<file path="config.mk">
export PLATFORM = sky130hd
export DESIGN_NAME = xd_router
export DESIGN_NICKNAME = d
export VERILOG_FILES = /design/src/rtl/xd_pkg.sv /design/src/rtl/xd_ea_mux.sv /design/src/rtl/xd_route.sv /design/src/rtl/xd_router.sv
export SDC_FILE = /design/constraint.sdc
export NUM_CORES = 1
export LEC_CHECK = 0
export BUFFER_PORTS_ARGS = -buffer_cell sky130_fd_sc_hd__buf_4
export CAP_MARGIN = 20
export CORE_MARGIN = 5
export CORE_UTILIZATION = 37
export DETAILED_ROUTE_END_ITERATION = 6
export HOLD_SLACK_MARGIN = 0.05
export PLACE_DENSITY = 0.74
export SETUP_SLACK_MARGIN = 0.15
export SLEW_MARGIN = 20
export SYNTH_ARGS = -nofsm -noshare
export SYNTH_HDL_FRONTEND = slang
export SYNTH_SLANG_ARGS = --single-unit
</file>
<file path="constraint.sdc">
create_clock -name clk -period 1 [get_ports clk]
set_input_delay 0 -clock clk [delete_from_list [all_inputs] [get_ports clk]]
set_output_delay 0 -clock clk [all_outputs]
set_load 0.02 [all_outputs]
</file>
<file path="src/rtl/xd_pkg.sv">
package xd_pkg;

  typedef enum logic [1:0] {
    XM_LOCAL    = 2'b00,
    XM_SPLIT_NB = 2'b01,
    XM_SPLIT_BK = 2'b10,
    XM_REMOTE   = 2'b11
  } xmode_e;

  typedef struct packed {
    logic on_sel;
    logic off_sel;
    logic drv_hi;
    logic drv_lo;
  } route_t;

endpackage

</file>
<file path="src/rtl/xd_ea_mux.sv">
module xd_ea_mux #(
  parameter int BYTE_W = 8,
  localparam int ADDR_W = 2 * BYTE_W
) (
  input  logic              wide_i,
  input  logic [BYTE_W-1:0] page_i,
  input  logic [BYTE_W-1:0] low_i,
  input  logic [ADDR_W-1:0] ptr_i,
  output logic [ADDR_W-1:0] ea_o
);

  // 16-bit accesses use the pointer; 8-bit accesses join page and low bytes
  always_comb begin
    if (wide_i) ea_o = ptr_i;
    else        ea_o = {page_i, low_i};
  end

endmodule

</file>
<file path="src/rtl/xd_route.sv">
module xd_route
  import xd_pkg::*;
#(
  parameter int ADDR_W   = 16,
  parameter int LOCAL_AW = 12
) (
  input  xmode_e            mode_i,
  input  logic              wide_i,
  input  logic [ADDR_W-1:0] ea_i,
  output route_t            route_o
);

  localparam int HI_W = ADDR_W - LOCAL_AW;

  logic above;
  assign above = (ea_i[ADDR_W-1 -: HI_W] != '0);

  always_comb begin
    route_o = '0;
    unique case (mode_i)
      XM_LOCAL: route_o.on_sel = 1'b1;
      XM_SPLIT_NB: begin
        if (above) begin
          route_o.off_sel = 1'b1;
          route_o.drv_lo  = 1'b1;
          route_o.drv_hi  = wide_i;
        end else begin
          route_o.on_sel = 1'b1;
        end
      end
      XM_SPLIT_BK: begin
        if (above) begin
          route_o.off_sel = 1'b1;
          route_o.drv_lo  = 1'b1;
          route_o.drv_hi  = 1'b1;
        end else begin
          route_o.on_sel = 1'b1;
        end
      end
      XM_REMOTE: begin
        route_o.off_sel = 1'b1;
        route_o.drv_lo  = 1'b1;
        route_o.drv_hi  = 1'b1;
      end
      default: route_o = '0;
    endcase
  end

endmodule

</file>
<file path="src/rtl/xd_router.sv">
module xd_router
  import xd_pkg::*;
#(
  parameter int BYTE_W   = 8,
  parameter int LOCAL_AW = 12,
  localparam int ADDR_W  = 2 * BYTE_W,
  localparam int PG_LO   = LOCAL_AW - BYTE_W
) (
  input  logic                clk,
  input  logic                rst,
  input  logic [1:0]          mode_i,
  input  logic                wide_i,
  input  logic [BYTE_W-1:0]   page_i,
  input  logic [BYTE_W-1:0]   low_i,
  input  logic [ADDR_W-1:0]   ptr_i,
  input  logic                wr_i,
  input  logic                strobe_i,
  output logic                onchip_sel_o,
  output logic                offchip_sel_o,
  output logic [LOCAL_AW-1:0] onchip_addr_o,
  output logic [ADDR_W-1:0]   bus_addr_o,
  output logic                drive_hi_o,
  output logic                drive_lo_o,
  output logic                wr_o
);

  logic [ADDR_W-1:0] ea;
  route_t            route_d;
  route_t            route_q;

  xd_ea_mux #(.BYTE_W(BYTE_W)) u_ea (
    .wide_i (wide_i),
    .page_i (page_i),
    .low_i  (low_i),
    .ptr_i  (ptr_i),
    .ea_o   (ea)
  );

  xd_route #(.ADDR_W(ADDR_W), .LOCAL_AW(LOCAL_AW)) u_route (
    .mode_i  (xmode_e'(mode_i)),
    .wide_i  (wide_i),
    .ea_i    (ea),
    .route_o (route_d)
  );

  always_ff @(posedge clk) begin
    if (rst) begin
      route_q       <= '0;
      onchip_addr_o <= '0;
      bus_addr_o    <= '0;
      wr_o          <= 1'b0;
    end else begin
      route_q <= strobe_i ? route_d : '0;
      if (strobe_i) begin
        onchip_addr_o <= ea[LOCAL_AW-1:0];
        bus_addr_o    <= ea;
        wr_o          <= wr_i;
      end
    end
  end

  assign onchip_sel_o  = route_q.on_sel;
  assign offchip_sel_o = route_q.off_sel;
  assign drive_hi_o    = route_q.drv_hi;
  assign drive_lo_o    = route_q.drv_lo;

  AST_IDLE_QUIET: assert property (@(posedge clk) disable iff (rst)
    !strobe_i |=> !onchip_sel_o && !offchip_sel_o && !drive_hi_o && !drive_lo_o);
  AST_LOCAL_ONLY: assert property (@(posedge clk) disable iff (rst)
    strobe_i && mode_i == 2'b00 |=> onchip_sel_o && !offchip_sel_o && !drive_hi_o);
  AST_REMOTE_ALL: assert property (@(posedge clk) disable iff (rst)
    strobe_i && mode_i == 2'b11 |=> offchip_sel_o && drive_hi_o && drive_lo_o);
  AST_NB_NARROW_HI_OFF: assert property (@(posedge clk) disable iff (rst)
    strobe_i && mode_i == 2'b01 && !wide_i && page_i[BYTE_W-1:PG_LO] != '0
    |=> offchip_sel_o && drive_lo_o && !drive_hi_o);
  AST_WIDE_FULL_DRIVE: assert property (@(posedge clk) disable iff (rst)
    strobe_i && wide_i && mode_i != 2'b00 && ptr_i[ADDR_W-1:LOCAL_AW] != '0
    |=> offchip_sel_o && drive_hi_o && drive_lo_o);
  AST_SPLIT_LOW_LOCAL: assert property (@(posedge clk) disable iff (rst)
    strobe_i && wide_i && (mode_i == 2'b01 || mode_i == 2'b10) && ptr_i[ADDR_W-1:LOCAL_AW] == '0
    |=> onchip_sel_o && !offchip_sel_o);
  AST_WIDE_LOCAL_ADDR: assert property (@(posedge clk) disable iff (rst)
    strobe_i && wide_i |=> onchip_addr_o == $past(ptr_i[LOCAL_AW-1:0]));
  AST_NARROW_BUS_ADDR: assert property (@(posedge clk) disable iff (rst)
    strobe_i && !wide_i |=> bus_addr_o == $past({page_i, low_i}));
  AST_SEL_EXCL: assert property (@(posedge clk) disable iff (rst)
    !(onchip_sel_o && offchip_sel_o));

endmodule

</file>
==> reports/summary.md, run 1 <==
The synthesized design spends more area on one cell type than any other, namely sky130_fd_sc_hd__dfxtp_1. The die covers 0.004030 sq mm. Setup slack on the worst reg-to-reg path comes out at 0.25 ns. The number of setup violations in the final report was 0. The first routing iteration left 29 violations. The setup path with the least slack is of type reg -> out. Of all nets on the critical path, the largest fanout is 3. The number of nets in the synthesized netlist is 156.

The smallest hold slack came out at 0.01440 ns. Measured against the total synthesized area, the mux share comes to 16.08%. The number of endpoints with negative hold slack in the final report is 0, and the share of the clock period used by the worst path is 80.39%.

The initial antenna violation count was 0; the instance count of the mapped netlist was 112. The synthesized netlist contains 21 unique library cells. Counting along the longest clock path gives a buffer depth of 2.

Traced cell by cell, the critical path runs through buf_4. The most common library cell in the layout ignoring fill and taps was sky130_fd_sc_hd__buf_4. Sorting the synthesized cells by area gives the leading types as sky130_fd_sc_hd__dfxtp_1, sky130_fd_sc_hd__mux2i_1, sky130_fd_sc_hd__a211oi_1. STA puts the critical path data required time at 1.00 ns.

The maximum level of the CTS H-tree was 1. Cells with a size suffix above 1 make up 56.57% of the layout. Multi-input gate area in the final layout: 529.3 sq um. The worst path in the final design needs a cycle of 0.8039 ns, including I/O delays and setup.

The via density per instance is 4.908, and the power per unit of standard cell area is 1195 mW/mm^2. After detailed routing, the average wire length per cell comes to 14.19 microns. The slowest stage of the critical path is the sky130_fd_sc_hd__dfxtp_2 cell. The start of the worst register-to-register path was onchip_addr_o[1]. The fraction of the mapped netlist area in adder cells was 5.910%.

The worst setup path is captured at an output pin. In this run the core area contains 19 standard-cell rows. Before antenna repair, the detailed router went through 4 iterations.

The capturing point of the worst reg2reg path is onchip_addr_o[1]. The tools report the effective utilization at floorplan as 38.38%. The worst-case IR drop observed on VDD is 0.9146 mV.

The critical path startpoint is onchip_addr_o[9]. The synthesized netlist devotes 0% of its cell area to XOR and XNOR gates. The die is 63.49 microns tall. The tools report the max-slew violation count as 0.

In this run the remaining antenna-violating nets after routing total 0. For this run, the post-layout net count is 220. The relative max-transition margin came out at 83.65%. The filler cells instantiated in the layout total 247. The critical path depth was 1. Clock transition at the registers of the reported paths: 0.11 ns. In this run the biggest area consumer among cell types represents 37.83% of the synthesized area. The run finished with clean final reports.

The congestion estimate from routability-driven global placement came to 0.7084. The final layout contains routed wiring with a total length of 2.924 mm. For the final database, setup skew stands at 0 ns. The worst path buffer plus inverter count works out to 1. Summing the areas of all compound-gate instances in the mapped netlist gives 15.72% of the synthesized area. In the synthesized netlist the dominant register cell turns out to be sky130_fd_sc_hd__dfxtp_1.

Sequential elements use 37.83% of the synthesized area. In this run the horizontal extent of the chip is 63.49 microns. The run gives 4.471 mm as the wire length of the first global-routing pass. Setup repair after global routing could not meet its margin everywhere. The tool flagged a number of max-cap violations equal to 0.

The count of cells along the worst hold path was 2; the final worst setup slack was 0.1961 ns. In this run, synthesis inferred 0 flip-flops with an integrated enable. The flip-flop and latch count after synthesis was 20. The maximum single-stage delay on the critical path came out at 0.37 ns. The tools report the overall fraction of global-route tracks in use as 13.71%.

72 I/O pins were placed. The total area inside the core boundary comes to 0.002758 sq mm. Static timing analysis puts the maximum clock frequency at 1.244 GHz. Across the whole layout, storage elements account for 419.2 sq um. The number of clock buffers inserted by TritonCTS is 3. From synthesis to final layout, the design area changed by 55.79%. After legalization and detailed placement, the total HPWL measured 2.274 mm. The tree is rooted in a sky130_fd_sc_hd__clkbuf_4. The later pin in the worst-skew pair is clocked with a latency of 0.30 ns. Of the total synthesized cell area, the portion taken by AND, OR, NAND and NOR gates is 10.40%. Yosys printed 0 warnings. The tools report the via count of the first global-routing pass as 1027.

The critical path's top delay family is flip-flops. For the data arrival at the endpoint of the critical path, the log shows 0.80 ns. For the pin with the worst max-slew slack, the measured transition is 0.2432 ns.

The share of flip-flops with an asynchronous set or reset came out at 0%. In this run the worst hold path is classified as in -> reg. Global routing finished with a remaining overflow of 0. Each instance of the synthesized netlist takes up on average 9.451 sq um.

The critical path endpoint is bus_addr_o[9]. After synthesis the cells add up to 0.001059 sq mm. The worst register-to-register path has a depth of 3. The library cells used most frequently in the layout, excluding fill and tap cells, are sky130_fd_sc_hd__buf_4, sky130_fd_sc_hd__mux2i_1, sky130_fd_sc_hd__nor2_1, sky130_fd_sc_hd__a211oi_1, sky130_fd_sc_hd__dfxtp_2. At the placement stage, the worst setup path has a slack of -0.06208 ns. The tools report the number of vias after detailed routing as 1011.

For the utilization of the core after routing, the log shows 59.80%. For the leakage component of the power, the log shows 0.8247 nW. By area, the combinational part of the netlist is dominated by multiplexers.

The number of sinks driven by the clock tree was 20; the number of diodes was 0. The tools report the total DRC errors in the routed layout as 0. In this run the tool buffered the top-level ports with 71 buffer cells. STA classifies the critical path startpoint as a flop. Entering global routing, the biggest net connects 21 pins. TritonCTS built the clock tree.
==> per-stage QoR <==
step	TNS, ns	instances	power, W	instance area [sq um]
detailed placement	-0.1711	197	0.001493	1538
finish	0	206	0.001971	1649
global placement	-0.08710	197	0.001476	1538
global route	0	206	0.002086	1649
floorplan	0	112	0.001243	1082
CTS	0	204	0.001984	1605
==> per-layer routing <==
layer,part of all wire (%),global-route usage (%)
met2,50,23.60
met3,10,5.684
met4,1.5,4.675
met5,0,0
met1,38,14.99
==> sequential cells by signal, indices dropped and copies added, names as in the netlist <==
| name | cells |
|---|---|
| onchip_sel_o | 1 |
| offchip_sel_o | 1 |
| bus_addr_o | 5 |
| wr_o | 1 |
| drive_hi_o | 1 |
| onchip_addr_o | 11 |
==> area by class of cell <==
type	count	area share, %
Inverter	3	0.6829
Multi-Input combinational cell	68	32.09
Tap cell	31	2.352
Sequential cell	20	25.42
Clock buffer	4	2.200
Timing Repair Buffer	80	37.25
==> kinds of logic after synthesis <==
kind of cell,after synthesis
flip-flops,20
adder cells (fa/ha/maj),5
buffers and inverters,24
multiplexers,17
AO/OA/AOI/OAI,22
AND/OR/NAND/NOR,24
==> where the power goes <==
part           total, W  internal (W)  leakage [nW]  switching (W)
Clock          0.000471      0.000222        0.0210       0.000249
Combinational  0.000602      0.000312         0.634       0.000290
Sequential     0.000898      0.000861         0.170      0.0000371
==> how the worst min path moves through the flow <==
stage,slack [ns],endpoint,start
floorplan,0.15,wr_o,wr_i
global placement,0.24,wr_o,wr_i
detailed placement,0.27,wr_o,wr_i
CTS,0.004,onchip_addr_o[7],rst
global route,0.01,onchip_addr_o[4],rst
finish,0.01,bus_addr_o[12],rst
==> what timing repair did <==
item	CTS	global route
setup buffers	0	1
hold endpoints to repair	19	17
resized for setup	1	16
hold buffers	3	1
setup endpoints to repair	2	25
==> cells in the mapped netlist, drive strengths merged, types with 2 or more instances <==
library cell / instances
a211oi: 16
buf: 16
clkbuf: 5
dfxtp: 20
ha: 5
inv: 3
mux2i: 17
nand2: 2
nor2: 17
nor3b: 2
Note: power is estimated with default switching activity, not from simulation.
==> run 2: changes to the inputs <==
Settings changed: ABC_AREA from default to 1, CORE_UTILIZATION 37 to 41, PLACE_DENSITY 0.74 to 0.78.
Clock period 1 ns to 0.8 ns, I/O delays scaled along.
==> run 2 against run 1 <==
Net effect: the flow now finishes with violations (negative hold slack, negative setup slack); combinational power rose by 50%; via count rose by 20%; critical endpoint is now onchip_addr_o[8]; die area fell by 6.5%; register-to-register slack got worse by 0.17 ns; sequential cell count did not move; largest power group unchanged; final cell count rose by 23%; first-iteration DRC count rose by 69%; wire length rose by 16%; synthesized area rose by 2.2%; hold slack got worse by 0.041 ns; setup slack got worse by 0.20 ns; count of clock-buffer cells in the layout fell by 1.
==> reports/summary.md, run 2 <==
Final non-filler cell total: 253. The critical path startpoint was onchip_addr_o[8]. STA classifies the critical path startpoint as a flop. The mean cell area of the mapped netlist is 7.215 sq um, and the number of buffers on the longest clock path is 2.

For the initial antenna violation count, the log shows 0. The critical setup path kind was reg -> out. Dividing the detail-routed wire length by the instance count gives 13.39 microns.

The startpoint identified for the worst register-to-register timing path is bus_addr_o[11]. In this run, CTS created clock tree buffers numbering 3. The share of Yosys cell area claimed by the top area cell type was 36.99%; the utilization of the core after routing was 77.38%. Summed over all cells, the static leakage comes to 0.9632 nW.

The final reports fail on negative hold slack, negative setup slack. Path type of the worst min-delay path: in -> reg. The max-slew violation count is 0. The first global-routing pass estimated 4.954 mm of wire. The minimum period implied by the final worst setup slack works out to 0.8072 ns. After synthesis, the most frequently instantiated cells are sky130_fd_sc_hd__nand2_1, sky130_fd_sc_hd__a21oi_1, sky130_fd_sc_hd__dfxtp_1, sky130_fd_sc_hd__o21ai_0, sky130_fd_sc_hd__nor2_1. Using the TritonRoute via totals, the vias-per-cell ratio works out to 4.814. The overall die area was 0.003768 sq mm; the transition time at the pin with the least slew margin was 0.4613 ns. Once detail routing completed, the nets flagged for antenna violations numbered 0. The first TritonRoute pass finished after 4 iterations. The floorplan step set the die width to 61.38 microns. For the via count of the first global-routing pass, the log shows 1141.

At the worst endpoint, the required time is 0.80 ns. The smallest hold slack is -0.02703 ns, and the count of flip-flops with a built-in enable after synthesis is 0. The top cell types in the final layout, fill and taps aside, are sky130_fd_sc_hd__buf_4, sky130_fd_sc_hd__buf_6, sky130_fd_sc_hd__nand2_1, sky130_fd_sc_hd__a21oi_1, sky130_fd_sc_hd__dfxtp_2.

The maximum level of the CTS H-tree was 1; the effective utilization at floorplan was 43.29%. The run gives 1.231 mV as the worst-case vdd ir drop. The slowest stage of the critical path is the sky130_fd_sc_hd__dfxtp_2 cell.

The tools report the cts-stage hold buffer count as 13. The element type at the critical path end was an output pin. Of all nets on the critical path, the largest fanout is 3.

Setup repair after global routing could not meet its margin everywhere. For the number of sinks driven by the clock tree, the log shows 20. For this run, the post-layout net count is 268. The final global-route overflow total is 0. In the routed design, unresolved DRC markers number 0. Sorting the synthesized cells by area gives the leading types as sky130_fd_sc_hd__dfxtp_1, sky130_fd_sc_hd__a21oi_1, sky130_fd_sc_hd__buf_4.

In the global route stage, overall resource usage came out at 17.57%. The final worst setup slack came out at -0.007161 ns. For this run, the slowest stage of the critical path takes 0.39 ns. By instance count, the leading cell after synthesis is sky130_fd_sc_hd__nand2_1. When the netlist entered floorplanning its net count stood at 194.

In this run the count of I/O pins placed on the die edge is 72. Timing would allow up to 1.239 GHz. Ranked by flip-flop count, first place goes to onchip_addr_o. Global routing used 33.23% of the available met2 tracks.

The proportion of layout cells with a drive suffix above 1 was 56.05%; the relative max-transition margin was 69.21%. The starting DRC count in detailed routing came out at 49. The cell accounting for the most synthesized area was sky130_fd_sc_hd__dfxtp_1. For met3 alone, demand over resource in global routing was 2.516%. The share of flip-flops with an asynchronous set or reset came out at 0%.

For the count of distinct cell types in the synthesized netlist, the log shows 17. Startpoint of the most critical hold path: ptr_i[5]. The signal on the critical path passes through buf_6. The run gives 0.29 ns as the clock latency at the later pin of the worst-skew pair. After detailed placement, the design holds a cell count of 235. The worst path buffer plus inverter count was 1. The run gives 19.67% as the met1 track demand over resource in global routing.

The tools report the area of the core region as 0.002500 sq mm. met2 is the most crowded layer. Final weighted congestion in routability-driven placement: 0.8058. After floorplanning, the core was divided into 18 placement rows. The largest net degree at the start of global routing came out at 19. The most common library cell in the layout ignoring fill and taps was sky130_fd_sc_hd__buf_4. The tools report the number of vias after detailed routing as 1218. The synthesized area came out at 0.001082 sq mm. For the sum of net half-perimeters after detailed placement, the log shows 2.353 mm. For the number of diodes, the log shows 0.

Power spread over the standard cell area amounts to 1476 mW/mm^2. Number of endpoints with negative hold slack in the final report: 14. The flow ran to the end, but the final reports show violations.

TritonCTS built the clock tree. After clock tree synthesis, the clock-pin slew on the worst setup and hold paths is 0.11 ns. The tool flagged a number of max-cap violations equal to 0. The predominant post-synthesis flop cell was sky130_fd_sc_hd__dfxtp_1. Number of flip-flops in the largest register: 11. The number of setup violations in the final report is 3. Counting every instance in the synthesized netlist gives 150.

Synthesis inferred 20 register bits. The critical path's top delay family is flip-flops. After detailed routing, the total wire length is 3.387 mm.

Of the synthesized area, sequential elements account for 36.99%. The die is 61.38 microns tall. The clock root buffer is sky130_fd_sc_hd__clkbuf_4. The Yosys warning count was 0.

Port buffering added 71 buffers. Relative to the synthesized area, the layout overhead comes to 78.73%. The tools report the data arrival at the endpoint of the critical path as 0.81 ns.

In the finished design, the share of the clock period the worst path needs comes to 100.9%. In the final layout, the registers with the most flip-flops are onchip_addr_o (11), bus_addr_o (5). Clock skew on the completed layout was measured at 0 ns.
==> run 2: cell types whose count changed after synthesis, sizes merged, moves of 2 or more <==
cell and change:
o21ai +16, clkbuf -3, inv +9, buf +2, mux2i -17, a21oi +23, nand3 +2, nand2 +30
nor3b -2, a211oi -16
==> run 2: repair_timing <==
item                                   4_1_cts  5_1_grt
setup endpoints to repair                   39       49
setup buffers                                0        1
pin swaps                                    0        1
endpoints found under the hold margin       19       18
resized for setup                           32       35
==> run 2: cell families after synthesis <==
family	count (synthesis)	share of synthesized area (%)
and+or+nand+nor	51	20.46
AOI/OAI and AO/OA	41	18.96
buffers and inverters	33	17.80
DFF	20	36.99
adders and majority gates	5	5.780
==> run 2: path summary, 6_finish.rpt <==
check                           cells past startpoint                to  slack [ns]
worst max register to register                      3    bus_addr_o[11]        0.08
worst min register to register                      2              wr_o        0.52
worst min-delay path                                3  onchip_addr_o[5]       -0.03
worst max-delay path                                1  onchip_addr_o[8]      -0.007
==> run 2: where the power goes <==
part           internal, W  total, W  switching (W)  leakage (nW)
clock             0.000506  0.000808       0.000303        0.0279
sequential         0.00107   0.00114      0.0000716         0.173
combinational     0.000474  0.000902       0.000429         0.762
total              0.00205   0.00286       0.000803         0.963
==> run 2: layout make-up <==
class / count / area, sq um
fill: 173 / 565.5
multi-input combinational: 97 / 536.8
timing repair buffer: 89 / 813.3
tap: 30 / 37.54
clock inverter: 1 / 30.03
clock buffer: 3 / 22.52
sequential: 20 / 435.4
inverter: 13 / 58.81
==> run 2: layer usage <==
metal	wire length (microns)	part of all wire (%)
met5	0	0
met4	38	1.1
met3	295	8.7
met2	1745	52
met1	1308	39
==> run 2: metrics by stage <==
| step | setup WS [ns] | hold WS [ns] | power [W] | TNS [ns] | cell area, sq um |
|---|---|---|---|---|---|
| after floorplan | 0.05550 | 0.1349 | 0.001576 | 0 | 1114 |
| after global placement | -0.003601 | 0.2263 | 0.001870 | -0.004985 | 1568 |
| after detailed placement | -0.07524 | 0.2516 | 0.001887 | -0.1356 | 1568 |
| after CTS | -0.004238 | -0.03985 | 0.002809 | -0.01063 | 1836 |
| after global routing | -0.03587 | -0.03330 | 0.002998 | -0.6947 | 1934 |
| final | -0.007161 | -0.02703 | 0.002855 | -0.01129 | 1934 |
==> run 3: changes to the inputs <==
Settings changed: ABC_AREA 1 to default.
==> run 3 against run 2 <==
Net effect: the run now ends clean; critical path depth did not move; sequential cell count unchanged; global-route usage is 0.52 points lower; largest power group unchanged; sequential share of layout area increased by 1.0 points; register-to-register slack worse by 0.07 ns; die area fell by 1.8%; critical path type unchanged; highest routed layer unchanged.
==> reports/summary.md, run 3 (synthesis gave the netlist of run 1 again) <==
The flow ran to the end, and the final reports show no timing, DRC or antenna violations. The cell family contributing the most delay on the critical path is flip-flops. Start of the worst register-to-register path: bus_addr_o[11].

Setup repair after global routing could not meet its margin everywhere. The growth of design area from synthesis to finish was 78.84%; the wire length of the first global-routing pass was 4.761 mm. The tools report the critical path startpoint as onchip_addr_o[6]. The total placed instance area was 0.001612 sq mm. For the effective utilization at floorplan, the log shows 42.73%. Area of the core region: 0.002477 sq mm.

The logs give 4 for the number of detailed-routing iterations run before antenna repair and 0 for the number of endpoints with negative hold slack in the final report. The clock period could shrink to 0.7878 ns. The number of nets in the layout is 226. For the cell row count, the log shows 18. The run gives 1 as the maximum level of the CTS H-tree. The share of the clock period used by the worst path came out at 98.48%. The starting DRC count in detailed routing came out at 17. The final worst setup slack came out at 0.01218 ns.

The tools report the critical path launch point type as a flop. Clock transition at the registers of the reported paths: 0.10 ns. The number of antenna diodes in the final layout is 0. The logs give 0.80 ns for the worst endpoint required time and 0.28 ns for the clock latency at the later pin of the worst-skew pair.

The die covers 0.003698 sq mm. The number of ports placed on the die boundary is 72. In this run the worst path has a maximum fanout of 3. Setup violations remaining at the end of the flow were counted as 0. The slack of the worst reg-to-reg path is 0.01 ns. From bottom edge to top edge, the die measures 60.81 microns.

In this run the tightest slew margin relative to its limit is 80.41%. The total DRC errors in the routed layout is 0, and the number of flip-flops in the largest register is 11. The HPWL after detailed placement is 2.334 mm. Between clock sinks in the finished design, the worst skew comes to 0 ns.

TritonCTS built the clock tree. The largest registers in the layout are onchip_addr_o (11), bus_addr_o (5). The congestion estimate from routability-driven global placement came to 0.7248. The routed wirelength normalized by instance count is 14.86 microns, and the worst path buffer plus inverter count is 1. In this run the clock root is driven by a sky130_fd_sc_hd__clkbuf_4.

The die is 60.81 microns wide. The logs give 177 for the number of filler cells placed in the layout and 0 for the initial antenna violation count. The most common library cell in the layout ignoring fill and taps is sky130_fd_sc_hd__buf_4. The tools report the max-slew violation count as 0. The startpoint of the most critical hold path was page_i[5]. The register with the highest flop count was onchip_addr_o. For this design, the slowest cell found on the critical path is sky130_fd_sc_hd__dfxtp_2. Prior to clock tree synthesis, the placed netlist has a worst setup slack of -0.2567 ns. The number of vias after detailed routing was 1065. CTS saw 20 sinks. Summed over all layers, the global routing overflow is 0.

The finished cells cover 0.001893 sq mm. The signal on the critical path passes through buf_6. Summed over all cells, the static leakage comes to 0.9031 nW. In the layout the commonest cells are sky130_fd_sc_hd__buf_4, sky130_fd_sc_hd__buf_6, sky130_fd_sc_hd__mux2i_1, sky130_fd_sc_hd__dfxtp_2, sky130_fd_sc_hd__nor2_1. The power per unit of standard cell area is 1317 mW/mm^2, and the data arrival at the endpoint of the critical path is 0.79 ns. For the cts-stage hold buffer count, the log shows 1. The element type at the critical path end was an output pin. The post-route netlist has 71.27% of its cells at a drive strength greater than 1. The logs give 1122 for the via count of the first global-routing pass and 17.05% for the overall fraction of global-route tracks in use. The maximum single-stage delay on the critical path came out at 0.38 ns. Derived from the worst setup path, the maximum achievable clock frequency is 1.269 GHz. The tool flagged a number of max-cap violations equal to 0.

Entering global routing, the biggest net connects 19 pins. Registers take 445.4 sq um. The worst setup path is of the reg -> out kind. For the pin with the worst max-slew slack, the measured transition is 0.2914 ns. For the total wire length after detailed routing, the log shows 3.136 mm.

The min-delay analysis places its worst path in the category in -> reg. The worst-case IR drop observed on VDD is 0.9206 mV. The number of clock buffers inserted by TritonCTS is 3, and the count of nets left with antenna violations after detail routing is 0.

The via density per instance works out to 5.047. The clock passes through at most 2 buffers. Input and output buffers added on the ports amount to 71. In the final layout, the multi-input gates occupy 598.1 sq um.
[run 3: where the power goes]
group          internal (W)  leakage, nW  total [W]  switching, W
combinational      0.000491        0.714   0.000888      0.000396
clock              0.000193       0.0150   0.000465      0.000272
sequential          0.00107        0.175    0.00114     0.0000713
[run 3: final timing paths]
kind                         end  cells past startpoint
hold reg to reg   bus_addr_o[12]                      2
setup reg to reg  bus_addr_o[11]                      3
setup / recovery   bus_addr_o[6]                      1
hold / removal        drive_hi_o                      3
[run 3: per-stage QoR]
step	utilization, %	power, W	hold WS [ns]	instances	setup TNS [ns]
CTS	72.22	0.002460	0.01526	210	0
global placement	65.05	0.001867	0.2395	203	-0.6951
floorplan	-	0.001559	0.1472	112	-0.3648
finish	76.41	0.002493	0.03124	211	0
global route	76.41	0.002630	0.01892	211	-0.3405
detailed placement	65.05	0.001887	0.2464	203	-0.9100
[run 3: per-layer routing]
| layer | share of wire (%) | up-vias | wire, microns | global-route usage [%] |
|---|---|---|---|---|
| met2 | 55 | 50 | 1713 | 33.44 |
| li1 | - | 515 | - | - |
| met4 | 1.0 | 0 | 32 | 4.954 |
| met1 | 35 | 496 | 1088 | 17.67 |
| met5 | 0 | - | 0 | 0 |
| met3 | 9.6 | 4 | 302 | 4.043 |
[run 3: final cells by class]
| class | instances | area share, % |
|---|---|---|
| Sequential cell | 20 | 23.53 |
| Inverter | 3 | 0.5948 |
| Multi-Input combinational cell | 68 | 31.59 |
| Timing Repair Buffer | 86 | 40.91 |
| Clock buffer | 4 | 1.388 |
| Tap cell | 30 | 1.983 |
[run 3: timing repair]
action                                  CTS  global route
endpoints found under the setup margin   47            51
endpoints found under the hold margin    11             2
pin swaps                                10             9
resized for setup                        43            25
setup buffers                             2             1
